--- src/rtl/glyph_ser_pkg.sv ---
package glyph_ser_pkg;
   typedef enum logic [1:0] {
      SRC_GFX = 2'd0,
      SRC_FIX = 2'd1,
      SRC_WR  = 2'd2
   } src_e;
endpackage

--- src/rtl/glyph_row_pick.sv ---
module glyph_row_pick
   import glyph_ser_pkg::*;
#(
   parameter int FIX_W      = 7,
   parameter int FIX_H      = 9,
   parameter int DESC_LINES = 3,
   parameter int WR_W       = 8,
   parameter int CELL_H     = 13,
   parameter int ROW_W      = 4,
   parameter int CNT_W      = 4
) (
   input  src_e                   src,
   input  logic [FIX_W*FIX_H:0]   fix_glyph,
   input  logic [WR_W-1:0]        byte_in,
   input  logic [ROW_W-1:0]       cell_row,
   output logic [WR_W-1:0]        pattern,
   output logic [CNT_W-1:0]       dots
);
   localparam int FIX_BITS = FIX_W * FIX_H + 1;

   int          desc_off;
   logic [FIX_W-1:0] fix_row;

   generate
      if (DESC_LINES > 0) begin : g_desc
         always_comb desc_off = fix_glyph[FIX_BITS-1] ? DESC_LINES : 0;
      end else begin : g_nodesc
         always_comb desc_off = 0;
      end
   endgenerate

   always_comb begin
      int sr;
      sr = int'(cell_row) - desc_off;
      fix_row = '0;
      if (sr >= 0 && sr < FIX_H)
         fix_row = fix_glyph[sr*FIX_W +: FIX_W];
   end

   always_comb begin
      pattern = '0;
      dots    = CNT_W'(WR_W);
      unique case (src)
         SRC_GFX: pattern = byte_in;
         SRC_FIX: begin
            dots = CNT_W'(FIX_W);
            if (int'(cell_row) < CELL_H)
               pattern = {fix_row, {(WR_W-FIX_W){1'b0}}};
         end
         SRC_WR: begin
            if (int'(cell_row) < CELL_H)
               pattern = byte_in;
         end
         default: pattern = '0;
      endcase
   end

   // rows above a lowered glyph stay blank
   always_comb begin
      if (src == SRC_FIX && DESC_LINES > 0 && fix_glyph[FIX_BITS-1] &&
          int'(cell_row) < DESC_LINES)
         AST_DESC_TOP_BLANK: assert (pattern == '0);
   end
endmodule

--- src/rtl/dot_shifter.sv ---
module dot_shifter #(
   parameter int WR_W  = 8,
   parameter int CNT_W = 4
) (
   input  logic             clk,
   input  logic             rst_n,
   input  logic             load,
   input  logic [WR_W-1:0]  pattern,
   input  logic [CNT_W-1:0] dots,
   input  logic             fast_sel,
   input  logic             pix_en,
   input  logic             fast_en,
   output logic             dot_o
);
   logic [WR_W-1:0]  shreg;
   logic [CNT_W-1:0] remain;
   logic             fast_q;
   logic             step;

   assign step  = fast_q ? fast_en : pix_en;
   assign dot_o = shreg[WR_W-1] & (remain != '0);

   always_ff @(posedge clk) begin
      if (!rst_n) begin
         shreg  <= '0;
         remain <= '0;
         fast_q <= 1'b0;
      end else if (load) begin
         shreg  <= pattern;
         remain <= dots;
         fast_q <= fast_sel;
      end else if (step && remain != '0) begin
         shreg  <= {shreg[WR_W-2:0], 1'b0};
         remain <= remain - 1'b1;
      end
   end

   AST_STEP_COUNT: assert property (@(posedge clk) disable iff (!rst_n)
      !load && step && remain != '0 |=> remain == $past(remain) - 1'b1);
   AST_NO_STEP_HOLD: assert property (@(posedge clk) disable iff (!rst_n)
      !load && !step |=> $stable(shreg) && $stable(remain));
   AST_DONE_LOW: assert property (@(posedge clk) disable iff (!rst_n)
      !load && remain == '0 |=> remain == '0 && !dot_o);
   AST_LOAD_RESTART: assert property (@(posedge clk) disable iff (!rst_n)
      load |=> remain == $past(dots) && shreg == $past(pattern));
endmodule

--- src/rtl/glyph_dot_serializer.sv ---
module glyph_dot_serializer
   import glyph_ser_pkg::*;
#(
   parameter int FIX_W      = 7,
   parameter int FIX_H      = 9,
   parameter int DESC_LINES = 3,
   parameter int WR_W       = 8,
   parameter int WR_ROWS    = 16,
   parameter int CELL_H     = 13,
   localparam int ROW_W     = $clog2(WR_ROWS),
   localparam int FIX_BITS  = FIX_W * FIX_H + 1,
   localparam int CNT_W     = $clog2(WR_W + 1)
) (
   input  logic                clk,
   input  logic                rst_n,
   input  logic                load,
   input  logic                gfx_mode,
   input  logic                code_hi,
   input  logic [1:0]          slot_is_wr,
   input  logic                wr_fast,
   input  logic                pix_en,
   input  logic                fast_en,
   input  logic [ROW_W-1:0]    cell_row,
   input  logic [FIX_BITS-1:0] fix_glyph,
   input  logic [WR_W-1:0]     byte_in,
   output logic                dot_o
);
   generate
      if (WR_W <= FIX_W)
         $error("field must be wider than a fixed glyph row");
      if (FIX_H + DESC_LINES >= CELL_H)
         $error("cell must keep one blank raster row");
      if (CELL_H > WR_ROWS)
         $error("cell taller than stored writable rows");
   endgenerate

   src_e             src;
   logic             fast_sel;
   logic [WR_W-1:0]  pick_pat;
   logic [CNT_W-1:0] pick_dots;

   always_comb begin
      if (gfx_mode)                src = SRC_GFX;
      else if (slot_is_wr[code_hi]) src = SRC_WR;
      else                         src = SRC_FIX;
   end

   assign fast_sel = (src == SRC_FIX) || (src == SRC_WR && wr_fast);

   glyph_row_pick #(
      .FIX_W(FIX_W), .FIX_H(FIX_H), .DESC_LINES(DESC_LINES),
      .WR_W(WR_W), .CELL_H(CELL_H), .ROW_W(ROW_W), .CNT_W(CNT_W)
   ) i_pick (
      .src(src), .fix_glyph(fix_glyph), .byte_in(byte_in),
      .cell_row(cell_row), .pattern(pick_pat), .dots(pick_dots)
   );

   dot_shifter #(.WR_W(WR_W), .CNT_W(CNT_W)) i_shift (
      .clk(clk), .rst_n(rst_n), .load(load), .pattern(pick_pat),
      .dots(pick_dots), .fast_sel(fast_sel), .pix_en(pix_en),
      .fast_en(fast_en), .dot_o(dot_o)
   );

   AST_FIX_SEVEN: assert property (@(posedge clk) disable iff (!rst_n)
      load && !gfx_mode && !slot_is_wr[code_hi] |-> pick_dots == CNT_W'(FIX_W) && fast_sel);
   AST_GFX_SLOW: assert property (@(posedge clk) disable iff (!rst_n)
      load && gfx_mode |-> pick_dots == CNT_W'(WR_W) && !fast_sel && pick_pat == byte_in);
   AST_WR_RATE: assert property (@(posedge clk) disable iff (!rst_n)
      load && !gfx_mode && slot_is_wr[code_hi] |-> fast_sel == wr_fast);
endmodule

--- config.mk ---
export PLATFORM = sky130hd
export DESIGN_NAME = glyph_dot_serializer
export DESIGN_NICKNAME = d
export VERILOG_FILES = /design/src/rtl/glyph_ser_pkg.sv /design/src/rtl/glyph_row_pick.sv /design/src/rtl/dot_shifter.sv /design/src/rtl/glyph_dot_serializer.sv
export SDC_FILE = /design/constraint.sdc
export NUM_CORES = 1
export LEC_CHECK = 0
export BUFFER_PORTS_ARGS = -buffer_cell sky130_fd_sc_hd__clkbuf_2
export CORE_UTILIZATION = 45
export DETAILED_ROUTE_END_ITERATION = 10
export PLACE_DENSITY = 0.68
export REMOVE_ABC_BUFFERS = 1
export SLEW_MARGIN = 20
export SYNTH_ARGS = -nofsm -noshare
export SYNTH_HDL_FRONTEND = slang
export SYNTH_SLANG_ARGS = --single-unit
export TNS_END_PERCENT = 30
--- constraint.sdc ---
create_clock -name clk -period 7.6 [get_ports clk]
set_input_delay 0.76 -clock clk [delete_from_list [all_inputs] [get_ports clk]]
set_output_delay 0.76 -clock clk [all_outputs]
set_load 0.005 [all_outputs]
# Word level (Yosys, flattened, before mapping)
# Cells that the tools add are included.
# op_classes
n_addsub	2
multipliers	1
n_lt_le_gt_ge	4
eq_ne	2
shift	1
muxes	15
n_bitwise	1
reduce_logical	7
# ops
cell	n
$shiftx 64x32->7	1
$ge 32x1->1 const B	1
$lt 32x5->1 const B	1
$mul 32x4->32 const B	1
$mux 8	4
$sub 5x32->32	1
$pmux 8 s3	1
$mux 4	3
$mux 7	1
$mux 2	3
$lt 4x4->1 const B	1
$reduce_bool 4->1	1
$sub 4x1->4 const B	1
$logic_and 1x1->1	3
$mux 1	3
$eq 2x1->1 const B	1
$eq 2x2->1 const B	1
$logic_not 2->1	1
$lt 1x2->1 const B	1
$reduce_bool 2->1	1
$and 1x1->1	1
$logic_or 1x1->1	1
# totals
register_bits	13
in_bits	86

# Logic depth before layout (Yosys ltp)
# Gate-level depths: netlist of the first run.
# depth
ltp_word	8
depth_mapped	21
mapped_depth_nobuf	17

# Modules after synthesis
# Synthesis of the first run repeated with hierarchy kept, for this count alone.
# hier_totals
cells_unflattened	441
area_unflattened_um2	4139.0
# by_module_without_submodules
module	n_inst	cells_per_inst	area_per_inst_um2	seq_area_each_um2
glyph_row_pick	1	356	3390.8	0.0
dot_shifter	1	80	703.2	260.2
glyph_dot_serializer	1	5	45.0	0.0

# Least setup slack after synthesis of the first run
# Ideal clock, no wire load.
# synth_timing
path_kind	in2reg
start	input cell_row[0]
end	register i_shift.shreg[5]
setup_ps	70
arrival_time_ps	4961
required_ps	7530
setup_slack_ps	2570
cell_stages	19
cell_sequence	inv_1 ha_1 fa_1 xnor2_1 inv_1 ha_1 inv_1 fa_1 fa_1 buf_2 buf_2 inv_1 buf_1 nor2_1 a22oi_1 o21ai_0 a21boi_0 or4_1 a21oi_1
# synth_between
elab_chain_len	7
word_cells_on_any_way	12
cone_classes	add/sub: 1; mul: 1; order compare: 3; shift: 1; mux: 5; reduce/logical: 1
# synth_lines
item	line	text
from (decl)	glyph_dot_serializer.sv:23	input logic [ROW_W-1:0] cell_row,
$sub 5x32->32	glyph_row_pick.sv:34	sr = int'(cell_row) - desc_off;
$mul 32x4->32, or another cell as far along	glyph_row_pick.sv:37	fix_row = fix_glyph[sr*FIX_W +: FIX_W];
$shiftx 64x32->7 / $logic_and 1x1->1 (equally long branches)	glyph_row_pick.sv:37, glyph_row_pick.sv:36	
$mux 7	glyph_row_pick.sv:36	if (sr >= 0 && sr < FIX_H)
$mux 8	glyph_row_pick.sv:47	if (int'(cell_row) < CELL_H)
$pmux 8 s3 *	glyph_row_pick.sv:43	unique case (src)
$mux 8 *	dot_shifter.sv:28	end else if (load) begin
to (signal assigned)	dot_shifter.sv:29	shreg <= pattern;
to (signal assigned)	dot_shifter.sv:33	shreg <= {shreg[WR_W-2:0], 1'b0};
to (decl)	dot_shifter.sv:15	logic [WR_W-1:0] shreg;
# Mark *: on every way between the ends. The rest lies on a longest branch, timed or not.
# A chain may end at the register's enable or synchronous reset.

# Worst setup path in the final report of the first run
# layout_timing
start	input fix_glyph[63]
end	register i_shift.shreg[5]
# layout_between
elab_chain_len	8
word_cells_on_any_way	11
cone_classes	add/sub: 1; mul: 1; order compare: 2; shift: 1; mux: 5; reduce/logical: 1
# layout_lines
item	line	text
from (decl)	glyph_dot_serializer.sv:24	input logic [FIX_BITS-1:0] fix_glyph,
$mux 2	glyph_row_pick.sv:26	always_comb desc_off = fix_glyph[FIX_BITS-1] ? DESC_LINES : 0;
$sub 5x32->32	glyph_row_pick.sv:34	
$mul 32x4->32, or another cell as far along	glyph_row_pick.sv:37	
$shiftx 64x32->7 / $logic_and 1x1->1 (equally long branches)	glyph_row_pick.sv:37, glyph_row_pick.sv:36	
$mux 7 *	glyph_row_pick.sv:36	
$mux 8 *	glyph_row_pick.sv:47	
$pmux 8 s3 *	glyph_row_pick.sv:43	
$mux 8 *	dot_shifter.sv:28	
# Marks and branches as above.

==> flow_summary.ini, run 1 <==
[power]
power_density_nw_per_um2 = 298
vdd_drop_max_mv = 0.139
finalPower_mw = 1.31
p_leak_nw = 1.81

[synth]
synth-compound-area-share = 0.157
synth-simple-area-share = 0.128
yosys-top-cells-count = mux4_2, nand2_1, nor2_1, mux2i_1, inv_1
synth_mux_area_frac = 0.454
synth_edf_count = 0
yosys.cell_count.top_type = mux4_2
synth-main-ff-cell = dfxtp_1
synthAdderAreaFrac = 0.0761
netlist.area_leader.share = 0.343
synth_top_family_by_area = multiplexers
postSynthCellCount = 405
avgSynthCellArea_um2 = 9.74
async_reset_ff_frac = 0
ys_seq_area_frac = 0.0660
yosysUniqueCellTypes = 67
synth_warnings = 0
post-synth-top-area-cell = mux4_2
synth-xor-area-share = 0.0412
ys_ff_latch = 13
ys_top_cells_by_area = mux4_2, dfxtp_1, mux2i_1
netlist_area_um2 = 3940

[cts]
ctsHoldBuffers = 0
post-cts-setup-buffers = 0
clkLatencyLatePin_ns = 0.24
clk_pin_slew_ns = 0.06
h-tree-depth = 1
cts-root-buf = clkbuf_8
cts_tree = done
cts_sinks = 13
numCtsBuffers = 3
ctsResizeCount = 0
cts_buffer_depth = 2

[global_routing]
grt_max_degree = 67
grt_pass1_wl_um = 16500
grt_pass1_vias = 3340
antenna_found_initial = 0
grtUsageTotal = 0.228
grt-ovfl-total = 0

[finish]
final_nets = 574
antenna_cells = 0
layout-drive-gt1-share = 0.388
synthToLayoutAreaGrowth_pct = 11.4

[floorplan]
start_util = 0.473
die-area_um2 = 9140
row_count = 33
io_pins = 87
core_um2 = 8340
die_y_um = 95.6
die_w_um = 95.6

[sta]
fin_worst_skew_ns = 0.00202
hold_viol_final = 0
setup_viol = 0
fmax_ghz = 0.169
slew_viol_final = 0
fin_crit_ns = 5.92
relSlewSlack = 0.362
finalCritPeriodShare = 0.779
hold_ws_ns = 0.530
tightest_slew_ns = 0.956
grt_setup_unrepaired = false

[run]
drv_cap = 0

[setup_path]
r2r_setup_slack_ns = 5.30
path_max_fanout = 22
cp-end-kind = flop
path_cells = clkbuf_2 > ha_4 > fa_1 > xnor2_1 > inv_1 > ha_1 > inv_1 > fa_1 > fa_1 > buf_4 > inv_1 > mux2i_1 > mux2_2 > o21ai_0 > a21boi_0 > or4_1 > a21oi_1
slowest_stage = fa_1
cp.arrival_ns = 6.09
crit_type = in -> reg
critPathLaunchType = input pin
crit_path_max_incr_delay_ns = 1.00
critPathBufInv = 5
worstPathRequired_ns = 7.78
crit_family = adder cells

[placement]
dp_hpwl_um = 8180
port_buffers = 86
routabilityCongestion = 0.909

[routing]
ant_nets = 0
viasPerCell = 6.39
routedWlPerCell_um = 17.7
num_vias = 3650
wl_um = 10100
dr.pass1.iters = 5
drc = 0
dr.first_iter.drc_count = 256

[hold_path]
holdCritPathClass = reg -> reg

[run_status]
status = finished, final reports clean
layer usage:
layer	wire [um]	global-route usage	vias to the layer above
met3	584	0.0144	10
li1	-	-	1716
met1	4730	0.343	1777
met5	0	0	-
met4	89	0.0348	0
met2	4730	0.367	147
stage by stage:
stage | instance area [um^2] | setup WS, ns | std cells | setup TNS (ns) | util
2_1_floorplan | 3730 | -0.705 | 371 | -3.47 | -
3_3_place_gp | 4350 | 1.61 | 567 | 0 | 0.521
3_5_place_dp | 4350 | 1.42 | 567 | 0 | 0.521
4_1_cts | 4390 | 1.66 | 571 | 0 | 0.527
5_1_grt | 4390 | 1.25 | 571 | 0 | 0.527
6_report | 4390 | 1.68 | 571 | 0 | 0.527
tightest hold or removal path, cell delays in order, from the launching register on:
cell and delay, ns:
dfxtp_1 0.34, mux2i_1 0.08, nor2_1 0.07
logic make-up (layout without fill, tap and decap cells):
kind of cell               count (synthesis)  after routing
and+or+nand+nor                          104            104
muxes                                    102            102
AOI/OAI and AO/OA                         92             92
buffers and inverters                     60            121
adders and majority gates                 21             21
xor gates and xnor gates                  13             13
DFF                                       13             13
final cells by class:
| type | count | area, um^2 |
|---|---|---|
| fill | 819 | 3950 |
| timing repair buffer | 91 | 468 |
| multi-input combinational | 332 | 3390 |
| tap | 105 | 131 |
| clock buffer | 4 | 45.0 |
| inverter | 26 | 97.6 |
| sequential | 13 | 260 |
registers in the layout, summed over array words and instances, names as in the netlist:
register / flops
i_shift.shreg: 8
i_shift.remain: 4
i_shift.fast_q: 1
report_power, final:
group	internal [mW]	switching, mW	total, mW
logic	0.542	0.624	1.17
clock network	0.0371	0.0254	0.0625
registers	0.0753	0.00439	0.0797
total	0.655	0.654	1.31
worst paths after layout:
kind,start,to,cells after the start
min,i_shift.fast_q$_SDFFE_PN0P_,i_shift.fast_q$_SDFFE_PN0P_,2
min reg2reg,i_shift.fast_q$_SDFFE_PN0P_,i_shift.fast_q$_SDFFE_PN0P_,2
max,fix_glyph[63],i_shift.shreg[5]$_SDFFE_PN0P_,17
max reg2reg,i_shift.remain[0]$_SDFFE_PN0P_,i_shift.shreg[5]$_SDFFE_PN0P_,7
cell usage in the layout (no fill, tap or decap), types with 4 or more instances in the layout:
cell type	netlist	layout
nor2b_1	6	6
nor2_1	28	28
buf_4	3	5
inv_1	24	24
o41ai_1	4	4
xnor2_1	9	9
mux2i_1	26	26
mux4_2	60	60
nor3_1	5	5
o21ai_0	13	13
dfxtp_1	13	13
a211oi_1	7	7
a21oi_1	19	19
fa_1	5	5
nand3_1	8	8
a31oi_1	11	11
ha_1	16	14
clkbuf_2	0	86
nand2_1	37	37
o21ai_1	4	4
mux2_2	14	14
Power figures use the tool's default switching activity.
==> run 2, diff against run 1 <==
--- a/config.mk
+++ b/config.mk
@@ -8,7 +8,7 @@
 export BUFFER_PORTS_ARGS = -buffer_cell sky130_fd_sc_hd__clkbuf_2
 export CORE_UTILIZATION = 45
 export DETAILED_ROUTE_END_ITERATION = 10
-export PLACE_DENSITY = 0.68
+export PLACE_DENSITY = 0.71
 export REMOVE_ABC_BUFFERS = 1
 export SLEW_MARGIN = 20
 export SYNTH_ARGS = -nofsm -noshare
==> constraint.sdc (replaced) <==
create_clock -name clk -period 5 [get_ports clk]
set_input_delay 0.5 -clock clk [delete_from_list [all_inputs] [get_ports clk]]
set_output_delay 0.5 -clock clk [all_outputs]
set_load 0.005 [all_outputs]
==> run 2 against run 1 <==
Net effect: global-route usage grew 1.1 points; clock skew grew 0.0096 ns; sequential share of layout area shrank 0.19 points; power grew 65%; hold slack is essentially flat; first-iteration DRC count shrank 17%; sequential power grew 53%; largest power group unchanged.
==> flow_summary.ini, run 2 (synthesized netlist as in run 1, its figures left out) <==
[sta]
hold_ws_ns = 0.530
setup_viol = 0
fin_worst_skew_ns = 0.0116
fmax_ghz = 0.212
relSlewSlack = 0.352
hold_viol_final = 0
tns_ns = 0
tightest_slew_ns = 0.971
grt_setup_unrepaired = false
worst_slack_ns = 0.286
finalCritPeriodShare = 0.943
slew_viol_final = 0
fin_crit_ns = 4.71

[global_routing]
grt_pass1_vias = 3522
grt_max_degree = 67
grtUsageTotal = 0.239
grt_pass1_wl_um = 17200
grt-ovfl-total = 0
antenna_found_initial = 0

[setup_path]
r2r-end = i_shift.shreg[5]$_SDFFE_PN0P_
critPathLaunchType = input pin
cp.arrival_ns = 4.90
path_max_fanout = 7
reg2reg_depth = 7
crit_type = in -> reg
worstPathRequired_ns = 5.19
r2r_start = i_shift.remain[0]$_SDFFE_PN0P_
r2r_setup_slack_ns = 2.66
cp-end-kind = flop

[cts]
cts_tree = done
cts_buffer_depth = 2
cts_sinks = 13
cts-root-buf = clkbuf_8
clkLatencyLatePin_ns = 0.25
h-tree-depth = 1
numCtsBuffers = 3
clk_pin_slew_ns = 0.06

[routing]
dr.first_iter.drc_count = 213
drc = 0
viasPerCell = 6.31
ant_nets = 0
wl_um = 10400
num_vias = 3705
dr.pass1.iters = 4
routedWlPerCell_um = 17.7

[placement]
routabilityCongestion = 0.929
dp_hpwl_um = 8480
dp_cells = 583
placed_area_um2 = 4480
port_buffers = 86
place_ws_ns = -0.146

[finish]
synthToLayoutAreaGrowth_pct = 15.0
stdcell_count = 587
final_common_cell = clkbuf_2
final_cell_mix = clkbuf_2, mux4_2, nand2_1
reg_top3 = i_shift.shreg x8, i_shift.remain x4, i_shift.fast_q x1
layout-drive-gt1-share = 0.413
largest_reg_flops = 8
antenna_cells = 0
largest-register = i_shift.shreg
fin_area_um2 = 4540
final_nets = 590
postLayoutCoreUtil = 0.544

[floorplan]
die-area_um2 = 9140
io_pins = 87
row_count = 33
core_um2 = 8340
start_util = 0.473
die_w_um = 95.6
die_y_um = 95.6

[hold_path]
hold_path_end = i_shift.shreg[0]$_SDFFE_PN0P_
worstHoldPathCells = 3
min_from = byte_in[0]
holdCritPathClass = in -> reg

[power]
vdd_drop_max_mv = 0.274
p_leak_nw = 1.90
power_density_nw_per_um2 = 476
finalPower_mw = 2.16

[run]
drv_cap = 0

[run_status]
status = finished, final reports clean
[run 2: worst max-delay path by stage]
stage	start	to	slack, ns	depth (start not counted)
final	fix_glyph[63]	i_shift.shreg[5]$_SDFFE_PN0P_	0.29	16
after global routing	fix_glyph[63]	i_shift.shreg[5]$_SDFFE_PN0P_	0.01	19
after CTS	fix_glyph[63]	i_shift.shreg[5]$_SDFFE_PN0P_	0.08	16
after detailed placement	fix_glyph[63]	i_shift.shreg[5]$_SDFFE_PN0P_	-0.15	16
after global placement	cell_row[0]	i_shift.shreg[5]$_SDFFE_PN0P_	0.03	17
after floorplan	cell_row[0]	i_shift.shreg[5]$_SDFFE_PN0P_	-3.05	14
[run 2: area by class of cell]
| class | count | area, um^2 |
|---|---|---|
| clock buffers | 4 | 45.0 |
| multi-input cells | 332 | 3400 |
| fillers | 774 | 3800 |
| well taps | 105 | 131 |
| flip-flops and latches | 13 | 260 |
| repair buffers | 107 | 601 |
| inverters | 26 | 97.6 |
[run 2: repair_timing]
| item | 4_1_cts | 5_1_grt |
|---|---|---|
| setup buffers | 0 | 0 |
| hold buffers | 0 | 0 |
| setup endpoints to repair | 0 | 3 |
| gates resized for setup | 0 | 2 |
| endpoints found under the hold margin | 0 | 0 |
[run 2: worst max-delay path, cell delays in order]
cell and delay [ns]:
clkbuf_2 0.14, ha_4 0.18, fa_1 0.43, xnor2_2 0.17, inv_1 0.08, ha_1 0.28, inv_1 0.05, fa_1 0.49
fa_2 0.69, mux2i_1 0.13, mux4_2 0.47, mux2_2 0.28, o21ai_0 0.18, a21boi_0 0.11, or4_1 0.54, a21oi_1 0.17
[run 2: layer usage]
metal | up-vias | share of wire | track usage
met3 | 21 | 0.072 | 0.0255
met1 | 1762 | 0.44 | 0.341
li1 | 1750 | - | -
met4 | 0 | 0.018 | 0.0547
met2 | 172 | 0.47 | 0.389
met5 | - | 0 | 0
[run 2: power by group]
group	switching (mW)	total (mW)	internal, mW
registers	0.00730	0.122	0.114
clock network	0.0415	0.0979	0.0564
logic	1.01	1.94	0.931
total	1.06	2.16	1.10
